## src/rtl/jtag_eng_pkg.sv

```systemverilog
package jtag_eng_pkg;
    localparam int BYTE_W  = 8;
    localparam int DIV_W   = 4;
    localparam int CNT_W   = 4;
    localparam int LEN_W   = 3;
    localparam int WALK_N  = 5;

    typedef enum logic [1:0] {ST_IDLE, ST_LOW, ST_HIGH} eng_state_t;

    typedef enum logic [2:0] {
        CMD_PINS, CMD_CTRL, CMD_DIV, CMD_LEN, CMD_WALK, CMD_IDLE
    } cmd_kind_t;

    typedef enum logic [1:0] {OP_DATA, OP_WALK, OP_IDLE} op_kind_t;
endpackage

```

## src/rtl/jtag_cmd_decode.sv

```systemverilog
module jtag_cmd_decode
    import jtag_eng_pkg::*;
#(
    parameter int W = BYTE_W
) (
    input  logic [W-1:0] cmd_i,
    output cmd_kind_t    kind_o
);
    always_comb begin
        if (cmd_i[W-1]) begin
            kind_o = CMD_IDLE;
        end else if (cmd_i[W-2]) begin
            kind_o = CMD_WALK;
        end else begin
            unique case (cmd_i[W-3:W-4])
                2'd0:    kind_o = CMD_PINS;
                2'd1:    kind_o = CMD_CTRL;
                2'd2:    kind_o = CMD_DIV;
                default: kind_o = CMD_LEN;
            endcase
        end
    end
endmodule

```

## src/rtl/jtag_half_tick.sv

```systemverilog
module jtag_half_tick #(
    parameter int DW = 4
) (
    input  logic          clk,
    input  logic          rst_n,
    input  logic          run_i,
    input  logic [DW-1:0] div_i,
    output logic          tick_o
);
    logic [DW-1:0] cnt_q;

    assign tick_o = run_i && (cnt_q == div_i);

    always_ff @(posedge clk or negedge rst_n) begin
        if (!rst_n)                 cnt_q <= '0;
        else if (!run_i || tick_o)  cnt_q <= '0;
        else                        cnt_q <= cnt_q + 1'b1;
    end


    cnt_bound_chk: assert property (@(posedge clk) disable iff (!rst_n)
        run_i |-> (cnt_q <= div_i));
endmodule

```

## src/rtl/jtag_pin_style.sv

```systemverilog
module jtag_pin_style (
    input  logic assert_i,
    input  logic push_pull_i,
    output logic level_n_o,
    output logic oe_o
);
    always_comb begin
        if (push_pull_i) begin
            oe_o      = 1'b1;
            level_n_o = !assert_i;
        end else begin
            oe_o      = assert_i;
            level_n_o = 1'b0;
        end
    end
endmodule

```

## src/rtl/jtag_scan_engine.sv

```systemverilog
module jtag_scan_engine
    import jtag_eng_pkg::*;
#(
    parameter int W  = BYTE_W,
    parameter int DW = DIV_W,
    parameter int CW = CNT_W,
    parameter int LW = LEN_W,
    parameter int WN = WALK_N
) (
    input  logic         clk,
    input  logic         rst_n,
    input  logic [W-1:0] host_wdata,
    input  logic         addr_we,
    input  logic         data_we,
    output logic [W-1:0] status_o,
    output logic [W-1:0] readback_o,
    output logic         tck_o,
    output logic         tms_o,
    output logic         tdi_o,
    input  logic         tdo_i,
    output logic         trst_n_o,
    output logic         trst_oe_o,
    output logic         srst_n_o,
    output logic         srst_oe_o,
    output logic         rtck_mode_o
);
    localparam logic [CW-1:0] FULL_CNT = CW'(W);
    localparam logic [CW-1:0] WALK_CNT = CW'(WN);

    eng_state_t     state_q, state_d;
    op_kind_t       op_q;
    cmd_kind_t      kind;
    logic           busy, half_tick, last_bit;
    logic           take_addr, take_data;
    logic           start_data, start_walk, start_idle, start_any;
    logic [CW-1:0]  bits_left_q, plen_q;
    logic           plen_vld_q;
    logic [W-1:0]   shreg_q, rb_q;
    logic [DW-1:0]  div_q;
    logic [3:0]     pins_q;
    logic           en_q, rtck_q, first_q, tdi_hold_q;
    logic           tck_q, tms_q, tdi_q;

    jtag_cmd_decode #(.W(W)) dec_i (.cmd_i(host_wdata), .kind_o(kind));

    jtag_half_tick #(.DW(DW)) tick_i (
        .clk(clk), .rst_n(rst_n), .run_i(busy), .div_i(div_q), .tick_o(half_tick)
    );

    jtag_pin_style trst_i (
        .assert_i(pins_q[2]), .push_pull_i(pins_q[3]),
        .level_n_o(trst_n_o), .oe_o(trst_oe_o)
    );
    jtag_pin_style srst_i (
        .assert_i(pins_q[0]), .push_pull_i(!pins_q[1]),
        .level_n_o(srst_n_o), .oe_o(srst_oe_o)
    );

    assign busy       = (state_q != ST_IDLE);
    assign last_bit   = (bits_left_q == CW'(1));
    assign take_addr  = addr_we && !busy;
    assign take_data  = data_we && !addr_we && !busy;
    assign start_data = take_data && en_q;
    assign start_walk = take_addr && en_q && (kind == CMD_WALK);
    assign start_idle = take_addr && en_q && (kind == CMD_IDLE);
    assign start_any  = start_data || start_walk || start_idle;

    always_comb begin
        state_d = state_q;
        unique case (state_q)
            ST_IDLE: if (start_any) state_d = ST_LOW;
            ST_LOW:  if (half_tick) state_d = ST_HIGH;
            ST_HIGH: if (half_tick) state_d = last_bit ? ST_IDLE : ST_LOW;
            default: state_d = ST_IDLE;
        endcase
    end

    always_ff @(posedge clk or negedge rst_n) begin
        if (!rst_n) state_q <= ST_IDLE;
        else        state_q <= state_d;
    end

    always_ff @(posedge clk or negedge rst_n) begin
        if (!rst_n) begin
            op_q <= OP_IDLE;  bits_left_q <= '0;  plen_q <= '0;  plen_vld_q <= 1'b0;
            shreg_q <= '0;    rb_q <= '0;         div_q <= '0;   pins_q <= '0;
            en_q <= 1'b0;     rtck_q <= 1'b0;     first_q <= 1'b0; tdi_hold_q <= 1'b0;
            tck_q <= 1'b0;    tms_q <= 1'b0;      tdi_q <= 1'b0;
        end else begin
            if (take_addr) begin
                unique case (kind)
                    CMD_PINS: pins_q <= host_wdata[3:0];
                    CMD_CTRL: begin en_q <= host_wdata[2]; rtck_q <= host_wdata[1]; end
                    CMD_DIV:  div_q <= host_wdata[DW-1:0];
                    CMD_LEN:  begin
                        plen_q     <= CW'(host_wdata[LW-1:0]) + CW'(1);
                        plen_vld_q <= 1'b1;
                    end
                    default: ;
                endcase
            end
            if (start_data) begin
                op_q        <= OP_DATA;
                shreg_q     <= host_wdata;
                bits_left_q <= plen_vld_q ? plen_q : FULL_CNT;
                plen_vld_q  <= 1'b0;
                rb_q        <= '0;
                tdi_q       <= host_wdata[0];
                tms_q       <= 1'b0;
                first_q     <= 1'b1;
            end
            if (start_walk) begin
                op_q        <= OP_WALK;
                shreg_q     <= W'(host_wdata[WN-1:0]);
                bits_left_q <= WALK_CNT;
                rb_q        <= '0;
                tdi_hold_q  <= host_wdata[WN];
                tdi_q       <= host_wdata[WN];
                tms_q       <= host_wdata[0];
                first_q     <= 1'b1;
            end
            if (start_idle) begin
                op_q        <= OP_IDLE;
                bits_left_q <= CW'(host_wdata[5:4]) + CW'(1);
                tms_q       <= 1'b0;
                first_q     <= 1'b1;
            end
            if (state_q == ST_LOW && half_tick) begin
                tck_q <= 1'b1;
                if (op_q == OP_DATA || (op_q == OP_WALK && first_q))
                    rb_q <= {tdo_i, rb_q[W-1:1]};
            end
            if (state_q == ST_HIGH && half_tick) begin
                tck_q   <= 1'b0;
                first_q <= 1'b0;
                if (!last_bit) begin
                    bits_left_q <= bits_left_q - CW'(1);
                    shreg_q     <= shreg_q >> 1;
                    if (op_q == OP_DATA) tdi_q <= shreg_q[1];
                    if (op_q == OP_WALK) begin
                        tms_q <= shreg_q[1];
                        tdi_q <= tdi_hold_q;
                    end
                end
            end
        end
    end

    assign tck_o       = tck_q & en_q;
    assign tms_o       = tms_q & en_q;
    assign tdi_o       = tdi_q;
    assign status_o    = {busy, {(W-1){1'b0}}};
    assign readback_o  = rb_q;
    assign rtck_mode_o = rtck_q;


    busy_cfg_hold_chk: assert property (@(posedge clk) disable iff (!rst_n)
        $past(busy) |-> ($stable(div_q) && $stable(en_q) && $stable(pins_q)));

    off_quiet_chk: assert property (@(posedge clk) disable iff (!rst_n)
        !en_q |-> !busy);

    idle_tck_low_chk: assert property (@(posedge clk) disable iff (!rst_n)
        !busy |-> !tck_q);

    tck_on_tick_chk: assert property (@(posedge clk) disable iff (!rst_n)
        !$stable(tck_q) |-> $past(half_tick));

    len_once_chk: assert property (@(posedge clk) disable iff (!rst_n)
        $past(start_data) |-> !plen_vld_q);

    count_range_chk: assert property (@(posedge clk) disable iff (!rst_n)
        busy |-> (bits_left_q != '0 && bits_left_q <= FULL_CNT));

    tms_low_edge_chk: assert property (@(posedge clk) disable iff (!rst_n)
        (tck_q && $past(tck_q)) |-> ($stable(tms_q) && $stable(tdi_q)));
endmodule

```

## config.mk

```make
export PLATFORM = sky130hd
export DESIGN_NAME = jtag_scan_engine
export DESIGN_NICKNAME = d
export VERILOG_FILES = /design/src/rtl/jtag_eng_pkg.sv /design/src/rtl/jtag_cmd_decode.sv /design/src/rtl/jtag_half_tick.sv /design/src/rtl/jtag_pin_style.sv /design/src/rtl/jtag_scan_engine.sv
export SDC_FILE = /design/constraint.sdc
export NUM_CORES = 1
export LEC_CHECK = 0
export CAP_MARGIN = 15
export CORE_AREA = 2 2 109 90
export DETAILED_ROUTE_END_ITERATION = 7
export DIE_AREA = 0 0 111 92
export PLACE_DENSITY = 0.43
export SYNTH_ARGS = -nofsm -noshare
export SYNTH_HDL_FRONTEND = slang
export SYNTH_SLANG_ARGS = --single-unit
export TNS_END_PERCENT = 20
```

## constraint.sdc

```tcl
create_clock -name clk -period 2.8 [get_ports clk]
set_clock_uncertainty 0.15 [all_clocks]
set_input_delay 0.28 -clock clk [delete_from_list [all_inputs] [get_ports clk]]
set_output_delay 0.28 -clock clk [all_outputs]
set_load 0.05 [all_outputs]
```

# Word-level counts from Yosys, hierarchy flattened
# Index checks and enable logic that the tools add are counted.
dict set report totals {
  ff_bits 48
  input_bits 13
  elab_cells 124
  out_inout_bits 24
}
dict set report op_classes {
  n_reduce_logical 35
  add_sub_neg 4
  n_eq_ne 15
  mux 51
  bitwise_logic 2
}
# cell count
set ops {}
lappend ops {{two-way mux 8 bit} 8}
lappend ops {{two-way mux 4 bit} 7}
lappend ops {{two-way mux 1 bit} 26}
lappend ops {{two-way mux 2 bit} 6}
lappend ops {{one-hot mux 2 bit (3 select lines)} 2}
lappend ops {{logical AND 1 bit} 11}
lappend ops {{AND reduction 2 bit} 5}
lappend ops {{nonzero test 2 bit} 4}
lappend ops {{equality test 2 x 1 -> 1 bit, second input constant} 3}
lappend ops {{equality test 3 x 2 -> 1 bit, second input constant} 2}
lappend ops {{equality test 3 bit, second input constant} 2}
lappend ops {{logical NOT 2 bit} 3}
lappend ops {{two-way mux 3 bit} 2}
lappend ops {{!= test 2 bit, second input constant} 3}
lappend ops {{adder 3 x 1 -> 4 bit, second input constant} 1}
lappend ops {{adder 4 x 1 -> 4 bit, second input constant} 1}
lappend ops {{equality test 2 bit, second input constant} 2}
lappend ops {{equality test 4 x 1 -> 1 bit, second input constant} 1}
lappend ops {{equality test 4 bit} 1}
lappend ops {{logical NOT 1 bit} 4}
lappend ops {{logical OR 1 bit} 4}
lappend ops {{nonzero test 4 bit} 1}
lappend ops {{subtractor 4 x 1 -> 4 bit, second input constant} 1}
lappend ops {{adder 2 x 1 -> 3 bit, second input constant} 1}
lappend ops {{other kinds (5)} 6}

# Depth between registers and ports, before layout
# Gate-level depths: netlist (run 1).
dict set report depth {
  word_depth 11
  depth_mapped 6
}

# By module
# A second synthesis (run 1) with hierarchy kept.
dict set report unflattened {
  hier_cells 236
  hier_area_um2 2438.6
}
# mod n_inst area_each_um2 seq_area_each_um2 cells_each
set by_module_without_submodules {}
lappend by_module_without_submodules {jtag_scan_engine 1 2162.1 1077.3 208}
lappend by_module_without_submodules {jtag_half_tick 1 221.5 100.1 19}
lappend by_module_without_submodules {jtag_cmd_decode 1 30.0 0.0 5}
lappend by_module_without_submodules {jtag_pin_style 2 12.5 0.0 2}

# Least setup slack after synthesis (run 1)
# Ideal clock, no wire load.
dict set report synth_path {
  path_kind {register to register}
  startpoint {register tick_i.cnt_q[2]}
  endpoint {register rb_q[7] (netlist: readback_o[7])}
  path_slack_ns 0.820
  arrival_time_ns 1.705
  synth_period_minus_slack_ns 1.980
  path_stages_with_launch 5
  cell_sequence {dfrtp_1 > xnor2_2 > nand4_4 > a2111oi_4 > mux2_2}
}
dict set report synth_via {
  elab_chain_cells 4
}
# item line
set synth_lines {}
lappend synth_lines {{start: declaration} jtag_half_tick.sv:10} ;# logic [DW-1:0] cnt_q;
lappend synth_lines {{start signal: assignment} jtag_half_tick.sv:17} ;# else cnt_q <= cnt_q + 1'b1;
lappend synth_lines {{equality test 4 bit} jtag_half_tick.sv:12} ;# assign tick_o = run_i && (cnt_q == div_i);
lappend synth_lines {{logical AND 1 bit} jtag_half_tick.sv:12}
lappend synth_lines {{logical AND 1 bit} jtag_scan_engine.sv:128} ;# if (state_q == ST_LOW && half_tick) begin
lappend synth_lines {{two-way mux 8 bit} jtag_scan_engine.sv:128}
lappend synth_lines {{end signal: assignment} jtag_scan_engine.sv:131} ;# rb_q <= {tdo_i, rb_q[W-1:1]};
lappend synth_lines {{end: declaration} jtag_scan_engine.sv:38} ;# logic [W-1:0] shreg_q, rb_q;
# Every way passes these cells.
# A chain may end at the register's enable or synchronous reset.

# Final worst setup path (run 1)
dict set report layout_path {
  startpoint {register state_q[1]}
  endpoint {output port status_o[7]}
}
dict set report layout_via {
  elab_chain_cells 1
}
# item line
set layout_lines {}
lappend layout_lines {{start: declaration} jtag_scan_engine.sv:30} ;# eng_state_t state_q, state_d;
lappend layout_lines {{start signal: assignment} jtag_scan_engine.sv:80} ;# else state_q <= state_d;
lappend layout_lines {{nonzero test 2 bit} jtag_scan_engine.sv:59} ;# assign busy = (state_q != ST_IDLE);
lappend layout_lines {{end: declaration} jtag_scan_engine.sv:15} ;# output logic [W-1:0] status_o,
# Every way passes these cells.

==> metrics.txt, run 1 <==
DRC Markers=0; Synth Area in Simple Gates=0.181; peak supply drop=0.000497 V; Total Wirelength=6120 um; total gr overflow=0; yosys warns=0; worst-case clock buffer depth=2; outcome=completed; CTS H-Tree Depth=2; post-synthesis cell area=0.00251 sq mm; count leader, synth=dfrtp_1; adder-cell share of the synthesized area=0.0349; Die Area=0.0102 sq mm; R2R cell count=4; sequential area share after synthesis=0.470; WL met3=189 um; Site Rows=32; post-synth top area cell=dfrtp_1; Mapped Avg Cell Area=10.8 sq um; Unique masters post-synth=54; Die H=92 um; worst hold path cell count=2; max-slew violation count=0; top post-synthesis cells by count=dfrtp_1, mux2_2, nand2_1; DPL Wire Length=4430 um; Final Instance Area=0.00313 sq mm; n_diodes=0; top routing layer used=met4; Setup TNS Final=0 ns; CTS tree=yes; first-pass GRT wire length=10100 um; CP required=2.37 ns; Arr. time, crit path=1.84 ns; root buf cell=clkbuf_16; routed vias=1851; clock transition at the registers of the reported paths=0.07 ns; minimum period implied by the final worst setup slack=2.27 ns; crit path max fanout=9; share of layout cells above drive strength 1=0.194; initial antenna violation count=0; Worst setup SP type=register; largest family of logic cells by synthesized area=simple AND/OR/NAND/NOR gates; wl on met1=3140 um; post-synthesis compound-gate area fraction=0.123; Placed Cells=378; initial core utilization=0.271; largest net degree at the start of global routing=48; crit path launch=state_q[1]; max cap viols=0; Area Overhead vs Synth=24.8%; GRT Total Usage=0.124; Power Total=3.26 mW; Rel. slew slack=0.461; core area=0.00925 sq mm; Yosys reg bits=47; Die Wd=111 um; mux cell area share after synthesis=0.102; Reg2Reg Launch Point=div_q[3]; Final Hold Viols=0; nets@finish=287; number of flops mapped to enable cells by yosys=0; Final period util=0.810; DR iter-0 viols=49; Synth top area share=0.459; final setup violation count=0; Post-Synth XOR/XNOR Area=0.0399; 1st-pass router iterations=4; PostCTS Resize Cnt=0; Critical Path Sink Type=output port; Pwr Density=1040 mW/mm^2; asr flop ratio synth=1.00; placed cell areas=0.00294 sq mm; routed length per instance=15.8 um; Max Freq=441 MHz; vias per cell=4.78; fillcell total=930; Main synth FF type=dfrtp_1; Routed Antenna Nets=0; clk_lat worst skew=0.29 ns; TritonCTS buffer count=5; RSZ-0062 raised after global routing=false; Pleak=1.36 nW; Boundary Pins=37; vias in the first global route=1906; worst-margin pin slew=0.803 ns; clock sink total=47; Final Non-Filler Cells=387; GPL Wtd Cong=0.830; worst min-delay path startpoint=plen_q[3]; Final Core Density=0.338; WL met2=2750 um; WS Path Type=reg2out; port buffer count=29; top cells by area, synth=dfrtp_1, mux2_2, ha_1; Hold Crit Class=reg2reg; Synth Instances=231
==> worst max-delay path, cell delays in order, from the launching register on <==
cell and delay [ns]:
dfrtp_1 0.50, or2_2 0.34, clkdlybuf4s50_1 0.71
==> routing by layer <==
layer	global-route usage	vias up
met5	0	-
met4	0.0250	0
met3	0.0225	5
met2	0.192	32
met1	0.183	915
li1	-	899
==> sequential cells by signal, indices dropped and copies added (netlist names), 2 cells and up <==
name,count
shreg_q,7
plen_q,4
div_q,4
tick_i.cnt_q,4
op_q,2
state_q,2
readback_o,8
pins_q,4
bits_left_q,4
==> cell type report <==
type	instances	area (sq um)	area share
repair buffers	39	363	0.116
multi-input cells	166	1230	0.393
inverters	8	30.0	0.00960
well taps	119	149	0.0476
clock buffers	6	139	0.0444
clock inverters	2	38.8	0.0124
flip-flops and latches	47	1180	0.377
==> per-stage QoR <==
step | worst slack (ns) | hold slack (ns)
finish | 0.532 | 0.338
global route | 0.432 | 0.373
CTS | 0.518 | 0.341
detailed placement | 0.341 | 0.291
global placement | 0.349 | 0.288
floorplan | 0.820 | -0.166
==> cell families after synthesis <==
group,count (synthesis)
other cells,1
simple gates,78
mux,23
fa+ha+maj,7
flops,47
buf+inv,24
xor+xnor,8
compound gates,43
==> worst paths after layout <==
kind	to	slack [ns]
setup / recovery	status_o[7]	0.53
hold / removal	plen_q[3]	0.34
setup reg to reg	readback_o[7]	0.66
hold reg to reg	plen_q[3]	0.34
max in group asynchronous	div_q[0]	1.59
min in group asynchronous	readback_o[0]	0.48
==> report_power, final <==
group          switching (mW)  internal [mW]
logic                   0.784          0.572
registers               0.240          0.949
clock network           0.260          0.449
total                    1.29           1.97
==> timing repair <==
action                                 4_1_cts  5_1_grt
endpoints found under the hold margin       46        0
hold buffers                                 1        0
setup buffers                                0        0
==> layout by cell type (no fill, tap or decap), types with 4 or more instances in the layout <==
| master | count |
|---|---|
| nor2_1 | 8 |
| conb_1 | 7 |
| dfrtp_1 | 46 |
| clkbuf_16 | 5 |
| a31oi_1 | 5 |
| xnor2_2 | 4 |
| ha_1 | 7 |
| nand2_1 | 15 |
| a21oi_1 | 4 |
| o22ai_1 | 4 |
| nor3_1 | 10 |
| mux2_2 | 20 |
| and3_1 | 9 |
| clkdlybuf4s50_1 | 28 |
| nand3_1 | 12 |
| o21ai_0 | 10 |
| buf_4 | 9 |
| inv_1 | 8 |
| nand4_1 | 4 |
Note: power is estimated with default switching activity, not from simulation.
==> run 2: changes to the inputs <==
- PLACE_DENSITY: 0.43 -> 0.45
- clock period: 2.8 -> 1.97 ns (I/O delays scaled with it)
==> run 2 against run 1 <==
  * Non-clock buffer count up 30
  * Wire length up 7.6%
  * Design area up 7.4%
  * Utilization up 2.5 points
  * Power up 43%
  * Global-route usage up 1.0 points
  * Largest cell class unchanged
  * Largest power group unchanged
==> metrics.txt, run 2 (same netlist as run 1, synthesis figures left out) <==
outcome=completed (unchanged); initial core utilization=0.271 (unchanged); max FFs per register=8 (unchanged); minimum period implied by the final worst setup slack=1.94 ns; part of the power in registers=0.359 (was 0.365); Clk pwr share=0.177 (was 0.218); first-pass GRT wire length=10700 um (was 10100 um); leading cell type in the layout, fill and taps excluded=dfrtp_1 (unchanged); Worst setup SP type=register (unchanged); root buf cell=clkbuf_16 (unchanged); Reg2Reg Launch Point=state_q[0] (was div_q[3]); GPL Wtd Cong=0.851 (was 0.830); switching part of the total=0.402 (was 0.395); CTS tree=yes (unchanged); Die Area=0.0102 sq mm (unchanged); core area=0.00925 sq mm (unchanged); crit-path cells=buf_4 -> nand2b_1 -> a2111oi_4 -> buf_6 -> mux2_2 (was or2_2 -> clkdlybuf4s50_1); Site Rows=32 (unchanged); CP Buf/Inv Count=2 (was 1); Boundary Pins=37 (unchanged); Hold Crit Class=in2async (was reg2reg); vias per cell=4.70 (was 4.78); Final period util=0.983; max-slew violation count=0 (unchanged); share of layout cells above drive strength 1=0.291 (was 0.194); clock sink total=47 (unchanged); largest net degree at the start of global routing=30 (was 48); final setup violation count=0 (unchanged); peak supply drop=0.000619 V (was 0.000497 V); DR iter-0 viols=127 (was 49); initial antenna violation count=0 (unchanged); Pwr Density=1380 mW/mm^2 (was 1040 mW/mm^2); max cap viols=0 (unchanged); cell family with most CP delay=flip-flops (was buffers and inverters); max incr delay on CP=0.54 ns (was 0.71 ns); Net Sw Power=1.87 mW (was 1.29 mW); placed cell areas=0.00317 sq mm (was 0.00294 sq mm); Die H=92 um (unchanged); port buffer count=29 (unchanged); vias in the first global route=1971 (was 1906); crit path launch=state_q[0] (was state_q[1]); Rel. slew slack=0.667 (was 0.461); DPL Wire Length=4970 um (was 4430 um); Pleak=1.52 nW (was 1.36 nW); Critical Path Slowest Stage Cell=dfrtp_1 (was clkdlybuf4s50_1); Comb pwr share=0.464 (was 0.417); most frequent cells in the layout=dfrtp_1, buf_4, clkdlybuf4s50_1 (was dfrtp_1, clkdlybuf4s50_1, mux2_2); R2R cell count=5 (was 4); routed vias=1963 (was 1851); CP required=1.99 ns (was 2.37 ns); n_diodes=0 (unchanged); Total Wirelength=6580 um (was 6120 um); total gr overflow=0 (unchanged); Setup TNS Final=0 ns (unchanged); 1st-pass router iterations=4 (unchanged); fillcell total=920 (was 930); worst-margin pin slew=0.498 ns (was 0.803 ns); Die Wd=111 um (unchanged); DRC Markers=0 (unchanged); internal power=2.77 mW (was 1.97 mW); R2R setup slack=0.03 ns (was 0.66 ns); Final Hold Viols=0 (unchanged); WP depth=5 (was 2); Power Total=4.64 mW (was 3.26 mW); crit path to=readback_o[1] (was status_o[7]); TritonCTS buffer count=5 (unchanged); crit path max fanout=8 (was 9); Max Freq=516 MHz; Area Overhead vs Synth=34.0% (was 24.8%); CTS H-Tree Depth=2 (unchanged); Routed Antenna Nets=0 (unchanged); worst-case clock buffer depth=2 (unchanged); Critical Path Sink Type=register (was output port); WS Path Type=reg2reg (was reg2out); GRT Total Usage=0.135 (was 0.124); worst r2r dst=readback_o[1] (was readback_o[7]); Hold WS=0.250 ns (was 0.338 ns); nets@finish=318 (was 287); Final Instance Area=0.00336 sq mm (was 0.00313 sq mm); clk_lat worst skew=0.28 ns (was 0.29 ns); clock transition at the registers of the reported paths=0.06 ns (was 0.07 ns); routed length per instance=15.7 um (was 15.8 um); Arr. time, crit path=1.96 ns (was 1.84 ns)
run 2: changes by cell type in the layout (fill, tap and decap cells not counted), moves of 2 or more:
cell             change
buf_12               +3
clkbuf_1             +2
clkdlybuf4s50_1      -7
buf_4               +32
run 2: per-layer routing:
| layer | wire, um | global-route usage |
|---|---|---|
| met3 | 257 | 0.0264 |
| met4 | 115 | 0.0469 |
| met5 | 0 | 0 |
| met1 | 3350 | 0.194 |
| met2 | 2860 | 0.202 |
run 2: power by group through the flow:
stage | clock (mW) | combinational (mW) | sequential [mW]
after floorplan | 0 | 1.25 | 1.81
after global placement | 0 | 2.10 | 1.67
after detailed placement | 0 | 2.12 | 1.67
after CTS | 0.861 | 2.12 | 1.66
after global routing | 0.898 | 2.32 | 1.72
final | 0.823 | 2.15 | 1.67
run 2: metrics by stage:
step	cells	util	setup WS, ns
floorplan	237	-	0.0918
global placement	406	0.343	-0.230
detailed placement	406	0.343	-0.262
CTS	415	0.359	0.00241
global route	418	0.363	-0.0103
finish	418	0.363	0.0331
run 2: layout make-up:
cell class / count / area, sq um / area share
Clock buffer: 7 / 133 / 0.0395
Inverter: 8 / 30.0 / 0.00894
Tap cell: 119 / 149 / 0.0443
Clock inverter: 1 / 5.00 / 0.00149
Multi-Input combinational cell: 167 / 1250 / 0.372
Timing Repair Buffer: 69 / 613 / 0.183
Sequential cell: 47 / 1180 / 0.351
run 2: timing repair:
| item | in CTS | in global routing |
|---|---|---|
| hold endpoints to repair | 17 | 0 |
| setup buffers | 0 | 2 |
| gates cloned | 0 | 1 |
| pin swaps | 1 | 2 |
| hold buffers | 1 | 0 |
| setup endpoints to repair | 10 | 9 |
| gates resized for setup | 3 | 2 |
run 2: worst min-delay path by stage:
stage	slack (ns)	depth (start not counted)	startpoint	end
final	0.25	2	rst_n	readback_o[1]
after global routing	0.30	2	rst_n	readback_o[1]
after CTS	0.27	2	rst_n	readback_o[1]
after detailed placement	0.05	1	rst_n	readback_o[1]
after global placement	0.04	1	rst_n	readback_o[1]
after floorplan	-0.25	0	rst_n	bits_left_q[0]
